File: src/rtl/irq_edge_latch.sv
module irq_edge_latch #(
  parameter int N_SRC = 6
) (
  input  logic             clk_i,
  input  logic             rst_i,
  input  logic [N_SRC-1:0] src_i,
  input  logic             reg_wr_i,
  input  logic             reg_addr_i,
  input  logic [N_SRC-1:0] reg_wdata_i,
  output logic [N_SRC-1:0] reg_rdata_o,
  output logic             irq_o
);

  logic [N_SRC-1:0] en_q, en_d;
  logic [N_SRC-1:0] status_q, status_d;
  logic [N_SRC-1:0] src_q;
  logic [N_SRC-1:0] rise;
  logic             en_wr;

  assign en_wr    = reg_wr_i && !reg_addr_i;
  assign rise     = src_i & ~src_q;
  assign en_d     = en_wr ? reg_wdata_i : en_q;
  // old enable gates the edge, new enable gates the hold
  assign status_d = en_d & (status_q | (rise & en_q));

  always_ff @(posedge clk_i) begin
    if (rst_i) begin
      en_q     <= '0;
      status_q <= '0;
      src_q    <= '0;
    end else begin
      en_q     <= en_d;
      status_q <= status_d;
      src_q    <= src_i;
    end
  end

  assign irq_o       = |status_q;
  assign reg_rdata_o = reg_addr_i ? status_q : en_q;

  a_r2_edge_latches: assert property (@(posedge clk_i) disable iff (rst_i)
    !en_wr |=> ((status_q & $past(en_q & src_i & ~src_q)) == $past(en_q & src_i & ~src_q)));

  a_r3_no_spurious_set: assert property (@(posedge clk_i) disable iff (rst_i)
    1'b1 |=> ((status_q & ~$past(status_q) & ~$past(en_q & src_i & ~src_q)) == '0));

  a_r5_irq_holds: assert property (@(posedge clk_i) disable iff (rst_i)
    (irq_o && !en_wr) |=> irq_o);

  a_r6_clear_by_enable: assert property (@(posedge clk_i) disable iff (rst_i)
    en_wr |=> ((status_q & ~$past(reg_wdata_i)) == '0));

  a_r7_disabled_zero: assert property (@(posedge clk_i) disable iff (rst_i)
    (status_q & ~en_q) == '0);

  a_r10_reset_clears: assert property (@(posedge clk_i)
    rst_i |=> (status_q == '0 && en_q == '0 && !irq_o));

endmodule

File: config.mk
export PLATFORM = sky130hd
export DESIGN_NAME = irq_edge_latch
export DESIGN_NICKNAME = d
export VERILOG_FILES = /design/src/rtl/irq_edge_latch.sv
export SDC_FILE = /design/constraint.sdc
export NUM_CORES = 1
export LEC_CHECK = 0
export BUFFER_PORTS_ARGS = -buffer_cell sky130_fd_sc_hd__buf_2
export CAP_MARGIN = 20
export CORE_ASPECT_RATIO = 1.75
export CORE_MARGIN = 1
export CORE_UTILIZATION = 30
export CTS_BUF_LIST = sky130_fd_sc_hd__clkbuf_8 sky130_fd_sc_hd__clkbuf_16
export DETAILED_ROUTE_END_ITERATION = 10
export GPL_ROUTABILITY_DRIVEN = 0
export PLACE_DENSITY = 0.53
export SLEW_MARGIN = 20
export SYNTH_ARGS = -nofsm -noshare
export SYNTH_HDL_FRONTEND = slang
export SYNTH_SLANG_ARGS = --single-unit
File: constraint.sdc
create_clock -name clk_i -period 1.2 [get_ports clk_i]
set_input_delay 0.36 -clock clk_i [delete_from_list [all_inputs] [get_ports clk_i]]
set_output_delay 0.36 -clock clk_i [all_outputs]
set_load 0.01 [all_outputs]
==> results.toml <==
[setup_path]
worstPathRequired_ns = 0.84
startpoint_type = "register"
end_kind = "output pin"
crit_fanout = 3
cp_cell_sequence = "nor4_4 -> nand2_1 -> buf_2"
arrival_ns = 1.05
r2r_slack_ns = 0.41
crit_slowest_cell = "dfxtp_4"
rr_worst_depth = 3
worst_path_largest_cell_delay_ns = 0.36
worst-setup-path-type = "reg -> out"
timing.rr.start = "en_q[4]"
r2r_end = "status_q[4]"
path_buf_inv = 1
crit_family = "flip-flops"

[global_routing]
grt_pass1_wl_mm = 2.57
track_usage_pct = 14.0
grt_overflow = 0
grt_max_degree = 19
first_global_vias = 601
antenna_found_initial = 0

[timing]
slew_headroom_pct = 74.9
worst_pin_slew_ns = 0.376
fmax_ghz = 0.708
min_period_ns = 1.41
final-max-slew-violation-count = 0
setup_viol = 7
period_share_pct = 118
setup_ws_ns = -0.212
clock-skew-final_ns = 0.00115
rsz0062_at_grt = "true"
hold_viol_final = 0

[status]
violations = "negative setup slack"
outcome = "finished, violations left"

[finish]
nets = 117
multiInputGateArea_sq_um = 368
antenna_cells = 0
fillers = 243
final_cells = 125
syn2layout_area_growth_pct = 39.8
drive_gt1_share_pct = 55.0
fin_util_pct = 44.8
ff_latch_area_sq_um = 379

[detailed_routing]
ant_nets = 0
wl_per_cell_microns = 11.9
vias = 620
drc_errors = 0
routed_via_density = 4.96
dr.pass1.iters = 3
wl_mm = 1.49
drtIter0Drc = 22

[clock_network]
cts_max_level = 1
postCtsHoldBufs = 0
clock_latency_ns = 0.25
root_buffer = "clkbuf_8"
clock_sinks = 18
cts_tree = "done"
cts_buffer_depth = 2
cts.reportedPaths.clkPinSlew_ns = 0.07
cts_buffers = 3

[power]
vdd_drop_max_uv = 724
leakage_nw = 0.436
powerDensity_nw_per_um2 = 1210

[hold_path]
min_path_type = "in -> reg"
hold_path_end = "src_q[2]"
min_from = "src_i[2]"
hold_depth = 2

[place]
dpl.hpwl_mm = 1.10
dp.cells = 119
port_buffers = 22

[synth]
synthesis.nets = 90
synth.yosys.warnings = 0
synth_cell_types = 15
ys_seq_area_share_pct = 48.8
ys_seq_elements = 18
syn_inst = 74
synth_area_per_cell_sq_um = 9.98
synth_area_sq_um = 738

[floorplanning]
start_util_pct = 32.1
die_w_microns = 39.5
die_y_microns = 67.6
core_sq_um = 2300
io-pin-count = 23
dieArea_sq_um = 2670
rows = 23

[flow_run]
drv_cap = 0
## layer usage
metal	track usage, %	up-vias	part of all wire (%)
met5	0	-	0
met4	11.6	0	3.7
met3	2.30	4	4.8
met2	23.2	16	52
met1	14.5	294	40
li1	-	306	-
## how the worst max path moves through the flow
stage / startpoint / endpoint / slack (ns) / depth (start not counted)
global route: status_q[5] / irq_o / -0.27 / 3
global placement: reg_addr_i / reg_rdata_o[1] / -0.20 / 3
finish: status_q[0] / irq_o / -0.21 / 3
detailed placement: reg_addr_i / reg_rdata_o[1] / -0.20 / 3
floorplan: reg_addr_i / reg_rdata_o[0] / 0.01 / 2
CTS: status_q[5] / irq_o / -0.23 / 3
## per-stage QoR
stage                     worst slack (ns)  cell area (sq um)  total power (W)  hold slack, ns  setup TNS [ns]
after floorplan                     0.0133                738         0.000710           0.488               0
after global placement              -0.201                866         0.000752           0.506           -1.29
after detailed placement            -0.200                866         0.000754           0.511           -1.31
after CTS                           -0.235               1020          0.00127           0.332           -1.06
after global routing                -0.274               1030          0.00130           0.346           -1.29
final                               -0.212               1030          0.00125           0.335           -1.04
## timing repair
item                                    CTS  global route
gates resized for setup                  25             3
setup buffers                             2             0
pin swaps                                 1             1
endpoints found under the setup margin    7             7
## power breakdown
| part | switching (W) | total (W) | internal (W) |
|---|---|---|---|
| Sequential | 0.00000955 | 0.000625 | 0.000615 |
| Combinational | 0.0000631 | 0.000131 | 0.0000680 |
| Clock | 0.000200 | 0.000491 | 0.000292 |
## cell usage in the layout, fill, tap and decap left out, types with 2 or more instances in the layout
master,Yosys,final
buf_2,1,15
nand2_1,13,13
dfxtp_2,0,9
dfxtp_1,18,7
buf_6,1,7
nor2b_1,6,6
a21oi_1,6,6
inv_1,6,6
a31oi_1,6,6
a211oi_2,6,6
mux2_4,0,5
clkbuf_8,0,4
buf_4,0,3
dfxtp_4,0,2
## kinds of logic (layout without fill, tap and decap cells)
logic type	Yosys count	after routing	synth area share [%]
and+or+nand+nor	23	23	16.8
buffers and inverters	9	35	5.93
muxes	6	6	9.15
AOI/OAI and AO/OA	18	18	19.3
DFF	18	18	48.8
## layout make-up
class	instances	area share (%)
flip-flops and latches	18	36.7
multi-input cells	47	35.6
inverters	6	2.18
repair buffers	25	17.1
clock buffers	4	5.33
well taps	25	3.03
## registers in the layout (all words and copies together), names as in the netlist
signal    cells
en_q          6
status_q      6
src_q         6
## synth_stat cells
| library cell | number | share of area (%) |
|---|---|---|
| a211oi_2 | 6 | 10 |
| a21oi_1 | 6 | 4.1 |
| a31oi_1 | 6 | 5.1 |
| buf_2 | 1 | 0.68 |
| buf_6 | 1 | 1.5 |
| clkbuf_2 | 1 | 0.68 |
| dfxtp_1 | 18 | 49 |
| inv_1 | 6 | 3.1 |
| mux2_2 | 6 | 9.2 |
| nand2_1 | 13 | 6.6 |
| nand2b_4 | 1 | 1.9 |
| nor2_1 | 1 | 0.51 |
| nor2b_1 | 6 | 5.1 |
| nor2b_4 | 1 | 1.9 |
| nor4_1 | 1 | 0.85 |
(Power assumes the default switching activity.)
